[src/rtl/cdtx_pkg.sv]
package cdtx_pkg;

  localparam int LANE_N = 8;
  localparam int BYTE_W = 8;
  localparam int SLOT_W = 3;

  typedef enum logic [2:0] {
    ST_IDLE  = 3'd0,
    ST_START = 3'd1,
    ST_DATA  = 3'd2,
    ST_END   = 3'd3,
    ST_CRCW  = 3'd4
  } fr_state_e;

  localparam logic [1:0] WM_X1  = 2'b00;
  localparam logic [1:0] WM_X4  = 2'b01;
  localparam logic [1:0] WM_X8  = 2'b10;

  function automatic logic [LANE_N-1:0] lane_mask(input logic [1:0] wm);
    case (wm)
      WM_X4:   lane_mask = 8'h0F;
      WM_X8:   lane_mask = 8'hFF;
      default: lane_mask = 8'h01;
    endcase
  endfunction

  function automatic logic [SLOT_W-1:0] slot_max(input logic [1:0] wm);
    case (wm)
      WM_X4:   slot_max = 3'd1;
      WM_X8:   slot_max = 3'd0;
      default: slot_max = 3'd7;
    endcase
  endfunction

endpackage

[src/rtl/cdtx_slicer.sv]
module cdtx_slicer
  import cdtx_pkg::*;
(
  input  logic [1:0]        width,
  input  logic [BYTE_W-1:0] octet,
  input  logic [SLOT_W-1:0] slot,
  output logic [LANE_N-1:0] lanes
);

  always_comb begin
    lanes = '1;
    case (width)
      WM_X8: lanes = octet;
      WM_X4: lanes[3:0] = slot[0] ? octet[3:0] : octet[7:4];
      default: lanes[0] = octet[SLOT_W'(7) - slot];
    endcase
  end

endmodule

[src/rtl/cdtx_framer.sv]
module cdtx_framer
  import cdtx_pkg::*;
#(
  parameter int CRCS_CYC = 5
) (
  input  logic      clk,
  input  logic      rst_n,
  input  logic      in_valid,
  input  logic      drain_next,
  output fr_state_e st
);

  localparam int CW = (CRCS_CYC > 1) ? $clog2(CRCS_CYC) : 1;
  localparam logic [CW-1:0] CNT_LAST = CW'(CRCS_CYC - 1);

  fr_state_e     st_q, st_d;
  logic [CW-1:0] cnt_q, cnt_d;
  logic          cnt_en;

  always_comb begin
    st_d   = st_q;
    cnt_d  = cnt_q;
    cnt_en = 1'b0;
    case (st_q)
      ST_IDLE:  if (in_valid) st_d = ST_START;
      ST_START: st_d = ST_DATA;
      ST_DATA:  if (drain_next) st_d = ST_END;
      ST_END: begin
        st_d   = ST_CRCW;
        cnt_d  = '0;
        cnt_en = 1'b1;
      end
      ST_CRCW: begin
        cnt_en = 1'b1;
        if (cnt_q == CNT_LAST) st_d = ST_IDLE;
        else                   cnt_d = cnt_q + 1'b1;
      end
      default: st_d = ST_IDLE;
    endcase
  end

  always_ff @(posedge clk or negedge rst_n) begin
    if (!rst_n) begin
      st_q  <= ST_IDLE;
      cnt_q <= '0;
    end else begin
      st_q <= st_d;
      if (cnt_en) cnt_q <= cnt_d;
    end
  end

  assign st = st_q;

endmodule

[src/rtl/cdtx_feed.sv]
module cdtx_feed
  import cdtx_pkg::*;
(
  input  logic              clk,
  input  logic              rst_n,
  input  fr_state_e         st,
  input  logic [1:0]        cfg_width,
  input  logic              cfg_ddr_eff,
  input  logic              in_valid,
  input  logic [BYTE_W-1:0] in_data,
  input  logic              in_last,
  output logic              in_ready,
  output logic [1:0]        mode_width,
  output logic              mode_ddr,
  output logic [BYTE_W-1:0] rise_byte,
  output logic [BYTE_W-1:0] fall_byte,
  output logic [SLOT_W-1:0] slot,
  output logic              sh_full,
  output logic              drain_next
);

  logic [1:0]        wm_q, wm_d;
  logic              ddr_q, ddr_d;
  logic [BYTE_W-1:0] hold_q, hold_d;
  logic              hv_q, hv_d;
  logic              hl_q, hl_d;
  logic [BYTE_W-1:0] rb_q, rb_d, fb_q, fb_d;
  logic [SLOT_W-1:0] slot_q, slot_d;
  logic              shv_q, shv_d;
  logic              seen_q, seen_d;

  logic is_idle, is_act, shifting, fin, free, take;

  always_comb begin
    is_idle  = (st == ST_IDLE);
    is_act   = (st == ST_START) || (st == ST_DATA);
    shifting = (st == ST_DATA) && shv_q;
    fin      = shifting && (slot_q == slot_max(wm_q));
    free     = !shv_q || fin;
    if (is_idle)                 in_ready = 1'b1;
    else if (is_act && !seen_q)  in_ready = ddr_q ? (!hv_q || free) : free;
    else                         in_ready = 1'b0;
    take = in_valid && in_ready;
  end

  always_comb begin
    wm_d   = wm_q;
    ddr_d  = ddr_q;
    hold_d = hold_q;
    hv_d   = hv_q;
    hl_d   = hl_q;
    rb_d   = rb_q;
    fb_d   = fb_q;
    slot_d = slot_q;
    shv_d  = shv_q;
    seen_d = seen_q;
    if (shifting) begin
      slot_d = fin ? '0 : SLOT_W'(slot_q + 1'b1);
      if (fin) shv_d = 1'b0;
    end
    if (is_idle) begin
      hv_d   = 1'b0;
      hl_d   = 1'b0;
      shv_d  = 1'b0;
      seen_d = 1'b0;
      slot_d = '0;
      if (in_valid) begin
        wm_d   = cfg_width;
        ddr_d  = cfg_ddr_eff;
        seen_d = in_last;
        if (cfg_ddr_eff) begin
          hold_d = in_data;
          hv_d   = 1'b1;
          hl_d   = in_last;
        end else begin
          rb_d  = in_data;
          fb_d  = in_data;
          shv_d = 1'b1;
        end
      end
    end else if (is_act) begin
      if (!ddr_q) begin
        if (take) begin
          rb_d   = in_data;
          fb_d   = in_data;
          shv_d  = 1'b1;
          slot_d = '0;
          seen_d = in_last;
        end
      end else if (take && !hv_q) begin
        hold_d = in_data;
        hv_d   = 1'b1;
        hl_d   = in_last;
        seen_d = in_last;
      end else if (hv_q && free && (take || hl_q)) begin
        rb_d   = hold_q;
        fb_d   = take ? in_data : '1;
        shv_d  = 1'b1;
        slot_d = '0;
        hv_d   = 1'b0;
        if (take) seen_d = in_last;
      end
    end
  end

  always_ff @(posedge clk or negedge rst_n) begin
    if (!rst_n) begin
      wm_q   <= WM_X1;
      ddr_q  <= 1'b0;
      hold_q <= '0;
      hv_q   <= 1'b0;
      hl_q   <= 1'b0;
      rb_q   <= '0;
      fb_q   <= '0;
      slot_q <= '0;
      shv_q  <= 1'b0;
      seen_q <= 1'b0;
    end else begin
      wm_q   <= wm_d;
      ddr_q  <= ddr_d;
      hold_q <= hold_d;
      hv_q   <= hv_d;
      hl_q   <= hl_d;
      rb_q   <= rb_d;
      fb_q   <= fb_d;
      slot_q <= slot_d;
      shv_q  <= shv_d;
      seen_q <= seen_d;
    end
  end

  assign mode_width = wm_q;
  assign mode_ddr   = ddr_q;
  assign rise_byte  = rb_q;
  assign fall_byte  = fb_q;
  assign slot       = slot_q;
  assign sh_full    = shv_q;
  assign drain_next = seen_d && !shv_d && !hv_d;

endmodule

[src/rtl/cdtx_ddr_serializer.sv]
module cdtx_ddr_serializer
  import cdtx_pkg::*;
#(
  parameter int DIV_W    = 10,
  parameter int CRCS_CYC = 5
) (
  input  logic             clk,
  input  logic             rst_n,
  input  logic [1:0]       cfg_width,
  input  logic             cfg_ddr,
  input  logic [DIV_W-1:0] cfg_div,
  input  logic             in_valid,
  input  logic [7:0]       in_data,
  input  logic             in_last,
  output logic             in_ready,
  output logic [7:0]       lane_rise,
  output logic [7:0]       lane_fall,
  output logic [7:0]       lane_oe,
  output logic             clk_run,
  output logic             crc_win
);

  localparam int PH_N = 2;

  fr_state_e         fr_st;
  logic              ddr_eff, drain_next;
  logic [1:0]        md_width;
  logic              md_ddr;
  logic [BYTE_W-1:0] rb, fb;
  logic [SLOT_W-1:0] sh_slot;
  logic              sh_vld;
  logic [LANE_N-1:0] act_mask;

  logic [PH_N-1:0][BYTE_W-1:0] ph_byte;
  logic [PH_N-1:0][LANE_N-1:0] ph_lanes;

  assign ddr_eff = cfg_ddr && (cfg_div != '0) && !cfg_div[0];

  cdtx_framer #(.CRCS_CYC(CRCS_CYC)) u_framer (
    .clk        (clk),
    .rst_n      (rst_n),
    .in_valid   (in_valid),
    .drain_next (drain_next),
    .st         (fr_st)
  );

  cdtx_feed u_feed (
    .clk         (clk),
    .rst_n       (rst_n),
    .st          (fr_st),
    .cfg_width   (cfg_width),
    .cfg_ddr_eff (ddr_eff),
    .in_valid    (in_valid),
    .in_data     (in_data),
    .in_last     (in_last),
    .in_ready    (in_ready),
    .mode_width  (md_width),
    .mode_ddr    (md_ddr),
    .rise_byte   (rb),
    .fall_byte   (fb),
    .slot        (sh_slot),
    .sh_full     (sh_vld),
    .drain_next  (drain_next)
  );

  assign ph_byte[0] = rb;
  assign ph_byte[1] = fb;

  for (genvar g = 0; g < PH_N; g++) begin : g_phase
    cdtx_slicer u_slicer (
      .width (md_width),
      .octet (ph_byte[g]),
      .slot  (sh_slot),
      .lanes (ph_lanes[g])
    );
  end

  always_comb begin
    act_mask  = lane_mask(md_width);
    lane_rise = '1;
    lane_fall = '1;
    lane_oe   = '0;
    clk_run   = 1'b0;
    crc_win   = 1'b0;
    case (fr_st)
      ST_START: begin
        lane_rise = ~act_mask;
        lane_fall = ~act_mask;
        lane_oe   = act_mask;
        clk_run   = 1'b1;
      end
      ST_DATA: begin
        lane_oe = act_mask;
        if (sh_vld) begin
          clk_run   = 1'b1;
          lane_rise = ph_lanes[0];
          lane_fall = md_ddr ? ph_lanes[1] : ph_lanes[0];
        end
      end
      ST_END: begin
        lane_oe = act_mask;
        clk_run = 1'b1;
      end
      ST_CRCW: begin
        crc_win = 1'b1;
        clk_run = 1'b1;
      end
      default: ;
    endcase
  end

endmodule

[config.mk]
export PLATFORM = sky130hd
export DESIGN_NAME = cdtx_ddr_serializer
export DESIGN_NICKNAME = d
export VERILOG_FILES = /design/src/rtl/cdtx_pkg.sv /design/src/rtl/cdtx_slicer.sv /design/src/rtl/cdtx_framer.sv /design/src/rtl/cdtx_feed.sv /design/src/rtl/cdtx_ddr_serializer.sv
export SDC_FILE = /design/constraint.sdc
export NUM_CORES = 1
export LEC_CHECK = 0
export BUFFER_PORTS_ARGS = -buffer_cell sky130_fd_sc_hd__buf_2
export CORE_MARGIN = 2
export CORE_UTILIZATION = 54
export CTS_CLUSTER_SIZE = 20
export DETAILED_ROUTE_END_ITERATION = 10
export PLACE_DENSITY = 0.81
export SLEW_MARGIN = 5
export SYNTH_ARGS = -nofsm -noshare
export SYNTH_HDL_FRONTEND = slang
export SYNTH_SLANG_ARGS = --single-unit
[constraint.sdc]
create_clock -name clk -period 4.1 [get_ports clk]
set_input_delay 0.615 -clock clk [delete_from_list [all_inputs] [get_ports clk]]
set_output_delay 0.615 -clock clk [all_outputs]
set_load 0.03 [all_outputs]
==> results.txt, run 1 <==
* Slew Limit Fails: 0
- The path class of the tightest hold or removal check is input port to asynchronous set/reset pin.
- Pin count of the biggest net entering global routing: 41
- Post-Synthesis Cell Area: roughly 2800 um^2
- Synthesis produced a netlist whose cell count is roughly 310.
- After synthesis, the netlist uses 56 different library cells.
- Number of synthesized register bits: 40
* Source-to-sink clock delay at the later pin of the worst-skew pair: between 0.2 and 0.3 ns
* Initial antenna violation count: 0
- Summed negative setup slack over all endpoints: 0 ns
- Capturing element type of the critical path: primary output
* Total power divided by cell area: approximately 950 nW/um^2
- For this block, the initial DRC count from the detailed router was between 200 and 300.
- TritonCTS built the clock tree.
- Skew final: around 0.0028 ns
- Average wire per standard cell: around 15 um
* Register-to-Register Path Depth: 5
- Clk sinks: 40
- Initial standard-cell utilization of the core: 55.3%
- Internal power consumption: approximately 1.3 mW
- The hold violation count in the final report was 0.
- Gate power share: around 63%
- VDD sags by at most roughly 0.46 mV.
* Endpoints failing setup: 0
- In this run the count of I/O pins placed on the die edge is between 50 and 60.
- Count of flip-flops with a built-in enable after synthesis: 0
- Setup repair after global routing left no endpoint under its margin.
- By startpoint and endpoint, the worst setup path is classified as register to primary output.
- Status: completed
* Leakage power: around 1.4 nW
- The floorplan has 26 rows.
- After synthesis, the cell types taking the most area are dfrtp_1 (36%), nand2_1 (6.3%), mux2i_1 (4.7%).
- The clock network accounts for under 10% of the total power.
* Seq pwr share: 28.8%
* FF-to-FF End: u_feed.fall_byte[0]
- For this run, design rule violations remaining after detail routing come to 0.
- Global-route wire length before repair: ~11 mm
* DR vias/cell: between 5 and 6
- Utilization after layout: 61.2%
* Worst slew margin: roughly 40%
- The floorplan step set the die width to roughly 76 um.
* Antenna fix cells: 0
- HPWL reported at the end of detailed placement: 4.76 mm
* Data required time of the worst path: roughly 3.5 ns
- Switch share: between 50% and 60%
- Sequential share of the synthesized area: between 30% and 40%
* Area added between synthesis and finish: 10.6%
- The floorplan step defined a die boundary enclosing approximately 5800 um^2.
* Overflow left after global routing: 0
- Input/output buffers: 51
* Largest driver fanout on the critical path: 13
* Area share of the leading cell type in the synthesized netlist: between 30% and 40%
- Syn nets: roughly 340
- Clock-pin slew on the worst setup and hold paths: 0.08 ns
- CTS placed an instance of clkbuf_8 at the clock tree root.
- Reg-to-reg slack, setup: ~1.6 ns
* Cts repair resizes: 0
* Number of nets with antenna violations after routing: 0
* Final non-filler cell area: around 3100 um^2
- Deepest level of the CTS H-tree: 2
- Buffers added to address setup during post-CTS repair amount to 0.
* Final std cells w/o fill: 415
- Async set-or-reset flop fraction in the synthesized netlist: 100%
* Mapped Avg Cell Area: approximately 8.9 um^2
- Dominant cell type by area after synthesis: dfrtp_1
- TritonCTS created 5 clock buffers.
* Final Wtd Congestion: between 0.9 and 1
* Share of cells above drive strength 1: roughly 23%
- Min Tclk post-route: between 3 and 4 ns
- Core region area: 5040 um^2
* Max Cap Viol: 0
- Post-route fraction of the period consumed by the critical path: 78.2%
- Post-detailed-routing wire length: ~6.4 mm
- Startpoint Class: register
- Pre-antenna DRT Iters: 4
* Maximum achievable frequency: ~310 MHz
* Worst hold-check slack: ~0.44 ns
- Gr usage total: 24.9%
- During synthesis, Yosys emitted a total of 0 warnings.
- Data arrives at the worst endpoint at roughly 2.6 ns.
- Floorplan die height: approximately 76 um
- Count of placed standard cells including taps: 408
- Net count of the finished layout: 376
* Net Switching: between 1.5 and 2 mW
- After clock tree synthesis, the flow added hold-fix buffers numbering 0.
- Summing all placed instances gives a cell area of approximately 3000 um^2.
- At the pin with the least slew margin, the transition time is 0.894 ns.
* Start of the worst register-to-register path: u_framer.st[2]
* Vias: around 2400
- The number of global-route vias before repair is 2277.
- Post-synth top flop: dfrtp_1
- Counting along the longest clock path gives a buffer depth of 2.
## cells in the mapped netlist (2+ instances only)
library cell,number
o21ai_0,22
mux2i_1,13
a311oi_1,2
mux2_2,6
o31ai_1,2
xor2_1,2
nor2b_1,9
buf_1,2
mux4_2,4
and2_1,2
nand2_1,47
dfrtp_1,40
clkbuf_1,9
a31oi_1,3
nor3_1,5
buf_4,6
nand2b_1,5
xnor2_1,2
ha_1,6
nand3b_1,2
a21oi_1,11
a221oi_1,8
buf_2,9
nor2_1,19
inv_1,11
a21o_1,2
mux2_1,7
a211oi_1,6
a211o_1,2
or2_2,2
or3_1,3
o21ai_1,16
nand3_1,5
## logic make-up after synthesis
group | count (synthesis) | synth area share, %
AO/OA/AOI/OAI | 88 | 21.7
buffers and inverters | 38 | 6.60
multiplexers | 30 | 13.2
AND/OR/NAND/NOR | 106 | 18.4
adder cells (fa/ha/maj) | 7 | 3.05
XOR/XNOR | 4 | 1.26
flip-flops | 40 | 35.9
## cell type report
| type | count | area (um^2) |
|---|---|---|
| fill | 442 | 1960 |
| multi-input combinational | 235 | 1610 |
| sequential | 40 | 1000 |
| timing repair buffer | 52 | 263 |
| tap | 70 | 87.6 |
| clock buffer | 5 | 68.8 |
| inverter | 11 | 41.3 |
| clock inverter | 2 | 12.5 |
## how the worst max path moves through the flow
stage	endpoint	start	cells past startpoint	slack, ns
2_1_floorplan	in_ready	u_feed.mode_width[0]	7	1.13
3_3_place_gp	in_ready	u_feed.mode_width[0]	8	1.22
3_5_place_dp	in_ready	u_feed.mode_width[0]	8	1.22
4_1_cts	in_ready	u_feed.mode_width[0]	8	0.89
5_1_grt	in_ready	u_feed.mode_width[0]	8	0.73
6_report	in_ready	u_feed.mode_width[0]	8	0.89
## power groups by stage
stage / Combinational (mW) / Clock, mW / Sequential [mW]
global route: 2.03 / 0.274 / 0.868
CTS: 1.82 / 0.259 / 0.835
detailed placement: 1.81 / 0 / 0.844
global placement: 1.78 / 0 / 0.832
finish: 1.82 / 0.252 / 0.841
floorplan: 1.59 / 0 / 0.672
## cells in the final DEF (no fill, tap or decap), drive strengths merged, types with 4 or more instances in the layout
master,n
a211oi,7
a21oi,11
a221oi,8
a31oi,4
buf,52
clkbuf,5
dfrtp,40
ha,6
inv,11
mux2,13
mux2i,13
mux4,4
nand2,47
nand2b,5
nand3,5
nor2,19
nor2b,9
nor3,5
o21ai,38
## metal layers
layer	wire, um	track usage (%)	part of all wire (%)
met2	3200	41.5	50
met3	343	3.17	5.3
met1	2810	34.3	44
met4	81	7.02	1.3
met5	0	0	0
## through the flow
stage | total power, mW | setup slack, ns
4_1_cts | 2.92 | 0.890
3_3_place_gp | 2.62 | 1.22
3_5_place_dp | 2.66 | 1.22
5_1_grt | 3.17 | 0.733
2_1_floorplan | 2.26 | 1.13
6_report | 2.92 | 0.894
## worst max-delay path, cell delays in order, from the launching register on
cell and delay, ns:
dfrtp_1 0.36, inv_1 0.07, ha_1 0.45, or3_1 0.47, a211oi_4 0.28, or2b_4 0.20, nor2_1 0.05, o31ai_1 0.19
buf_2 0.23
## sequential cells by signal (all words and copies together) (netlist names)
| signal | count |
|---|---|
| u_feed.fall_byte | 8 |
| u_feed.hl_q | 1 |
| u_feed.hold_q | 8 |
| u_feed.hv_q | 1 |
| u_feed.mode_ddr | 1 |
| u_feed.mode_width | 2 |
| u_feed.rise_byte | 8 |
| u_feed.seen_q | 1 |
| u_feed.sh_full | 1 |
| u_feed.slot | 3 |
| u_framer.cnt_q | 3 |
| u_framer.st | 3 |
(Power assumes the default switching activity.)
==> inputs of run 2 (changes only) <==
--- a/config.mk
+++ b/config.mk
@@ -7,10 +7,10 @@
 export LEC_CHECK = 0
 export BUFFER_PORTS_ARGS = -buffer_cell sky130_fd_sc_hd__buf_2
 export CORE_MARGIN = 2
-export CORE_UTILIZATION = 54
+export CORE_UTILIZATION = 51
 export CTS_CLUSTER_SIZE = 20
 export DETAILED_ROUTE_END_ITERATION = 10
-export PLACE_DENSITY = 0.81
+export PLACE_DENSITY = 0.8
 export SLEW_MARGIN = 5
 export SYNTH_ARGS = -nofsm -noshare
 export SYNTH_HDL_FRONTEND = slang
==> constraint.sdc (replaced) <==
create_clock -name clk -period 2.76 [get_ports clk]
set_input_delay 0.414 -clock clk [delete_from_list [all_inputs] [get_ports clk]]
set_output_delay 0.414 -clock clk [all_outputs]
set_load 0.03 [all_outputs]
==> run 2 against run 1 <==
Net effect: cell area is 5.4% higher; clock skew is 0.0020 ns higher; sequential power is 38% higher; first-iteration DRC count is 33% lower; largest power group unchanged.
==> results.txt, run 2 (synthesis gave the netlist of run 1 again) <==
* Status: completed
- The number of antenna violations at the first check in global routing is 0.
* Met3 capacity usage during global routing: between 3 and 4%
- Max clock buf depth: 2
- Clk sinks: 40
- The smallest clock period supported by the final layout is computed as between 2 and 3 ns.
* Chip width: ~78 um
- Setup violations remaining at the end of the flow were counted as 0.
- Seq pwr share: between 20 and 30%
- Register-to-Register Path Depth: 11
- In this run the worst hold path is classified as input port to asynchronous set/reset pin.
- For this run the aggregate overflow at the end of global routing stands at 0.
- Setup CP Type: register to primary output
* Least-Margin Pin Slew: roughly 0.92 ns
* Leakage power: between 1 and 1.5 nW
* Met2 Track Usage GR: between 30% and 40%
- The internal portion of the total power is 2.20 mW.
* Worst path arrival time: ~2.3 ns
* Core region area: ~5200 um^2
* Average wire per standard cell: 15.9 um
* HPWL reported at the end of detailed placement: between 5 and 6 mm
- Hold repair after CTS inserted 0 buffers.
* Start of the worst register-to-register path: u_feed.mode_width[0]
* Skew final: about 0.0048 ns
- Input and output buffers added on the ports amount to 51.
* Share of cells above drive strength 1: 29.1%
* CTS tree: built
- The worst setup path is captured at a primary output.
* Final-layout fill cell count: 466
- Net Switching: between 2 and 2.5 mW
- The routed layout has around 2500 vias.
- The final layout contains routed wiring with a total length of 6.86 mm.
- Initial standard-cell utilization of the core: between 50% and 60%
- Source-to-sink clock delay at the later pin of the worst-skew pair: roughly 0.29 ns
- The number of antenna diodes in the final layout is 0.
- Hold is met by between 0.2 and 0.25 ns.
- The H-tree generated during clock tree synthesis spans 2 levels.
* Ports placed on the boundary: 52
- Initial DRC Count: between 150 and 200
* Commonest cells after routing, fill and taps aside: buf_2 (49), nand2_1 (47), dfrtp_1 (37)
- At the end of routability-driven placement, the weighted congestion stood at slightly above 0.9.
- VDD sags by at most roughly 0.78 mV.
- After layout, the design draws a total of 4.63 mW.
- The layer flagged by global routing as most heavily used is met2.
- The worst setup path is launched from a register.
- Across all register-to-register paths, the minimum setup slack is around 0.44 ns.
* Number of global-route vias before repair: between 2000 and 2500
- Commonest non-fill, non-tap cell in the layout: buf_2
* Total power divided by cell area: between 1000 and 1500 nW/um^2
- In this run, CTS created clock tree buffers numbering 5.
- The share of total power dissipated in combinational logic is between 60% and 70%.
- The die covers roughly 6100 um^2.
- Across the run, the number of max-cap violations was 0.
* Row count: 26
- Switch share: approximately 52%
- The number of max-slew violations in the final report was 0.
- Clock-pin slew on the worst setup and hold paths: roughly 0.080 ns
* Number of nets with antenna violations after routing: 0
- The hold violation count in the final report is 0.
- After detailed routing, the number of remaining DRC violations is 0.
- The endpoint identified for the worst register-to-register timing path is u_feed.fall_byte[6].
- DR vias/cell: between 5 and 6
- Largest driver fanout on the critical path: 12
- At the end of the flow the core is filled with cells to 62.4%.
* Met1 Resource Use GR: approximately a third
- Clock root buffer master: clkbuf_8
* Data required time of the worst path: about 2.4 ns
- In this run, the clock network consumes 9.2% of the power.
* Post-route fraction of the period consumed by the critical path: between 90 and 100%
- From synthesis to final layout, the design area changed by 16.6%.
* Maximum achievable frequency: around 370 MHz
* Pin count of the biggest net entering global routing: 41
- At the end of the flow, the number of nets in the layout was a little under 400.
- The worst pin sits at a relative slew slack of approximately 39%.
* Floorplan die height: 77.9 um
- Global-route wire length before repair: about 11 mm
* Pre-antenna DRT Iters: 4
- Gr usage total: between 20% and 30%
run 2: cell types whose count changed in the layout (fill, tap and decap cells not counted), sizes merged:
| cell | delta |
|---|---|
| buf | +15 |
| clkbuf | +1 |
| clkinv | -1 |
| clkinvlp | +1 |
run 2: power groups by stage:
stage / logic (mW) / registers, mW / clock network [mW]
global placement: 2.89 / 1.14 / 0
finish: 3.05 / 1.16 / 0.426
global route: 3.32 / 1.19 / 0.455
CTS: 2.95 / 1.14 / 0.430
detailed placement: 2.92 / 1.16 / 0
floorplan: 2.37 / 0.999 / 0
run 2: area by class of cell:
class                      instances  area, um^2  share of cell area (%)
clock buffer                       6        82.6                    2.54
clock inverter                     2        15.0                   0.462
inverter                          11        41.3                    1.27
tap                               70        87.6                    2.70
sequential                        40        1000                    30.9
timing repair buffer              67         384                    11.8
multi-input combinational        235        1630                    50.3
run 2: routing by layer:
metal  vias up  share of wire (%)
met5         -                  0
met4         0               0.95
met3        10                6.3
met2        90                 47
met1      1168                 46
li1       1215                  -
run 2: repair_timing:
action                                  CTS  global route
pin swaps                                 0             4
setup buffers                             1             4
endpoints found under the setup margin    1             6
gates resized for setup                   1            11
run 2: stage by stage:
stage,setup slack (ns),setup TNS [ns],cells,cell area [um^2]
floorplan,0.243,0,313,2790
global placement,0.304,0,418,3080
detailed placement,0.262,0,418,3080
CTS,0.0239,0,427,3190
global route,-0.0302,-0.0503,431,3250
finish,0.0672,0,431,3250
run 2: worst max-delay path, cell delays in order (launching register included):
cell and delay [ns]:
dfrtp_1 0.41, inv_2 0.07, ha_2 0.28, buf_6 0.15, nand2b_1 0.18, a221oi_1 0.27
mux2i_1 0.13, a211o_1 0.32, buf_2 0.18
run 2: worst max-delay path by stage:
stage / startpoint / to
floorplan: u_feed.mode_width[0] / in_ready
detailed placement: u_feed.mode_width[0] / in_ready
global route: u_feed.mode_width[0] / lane_fall[2]
global placement: u_feed.mode_width[0] / in_ready
CTS: u_feed.mode_width[0] / in_ready
finish: u_feed.mode_width[0] / lane_fall[2]
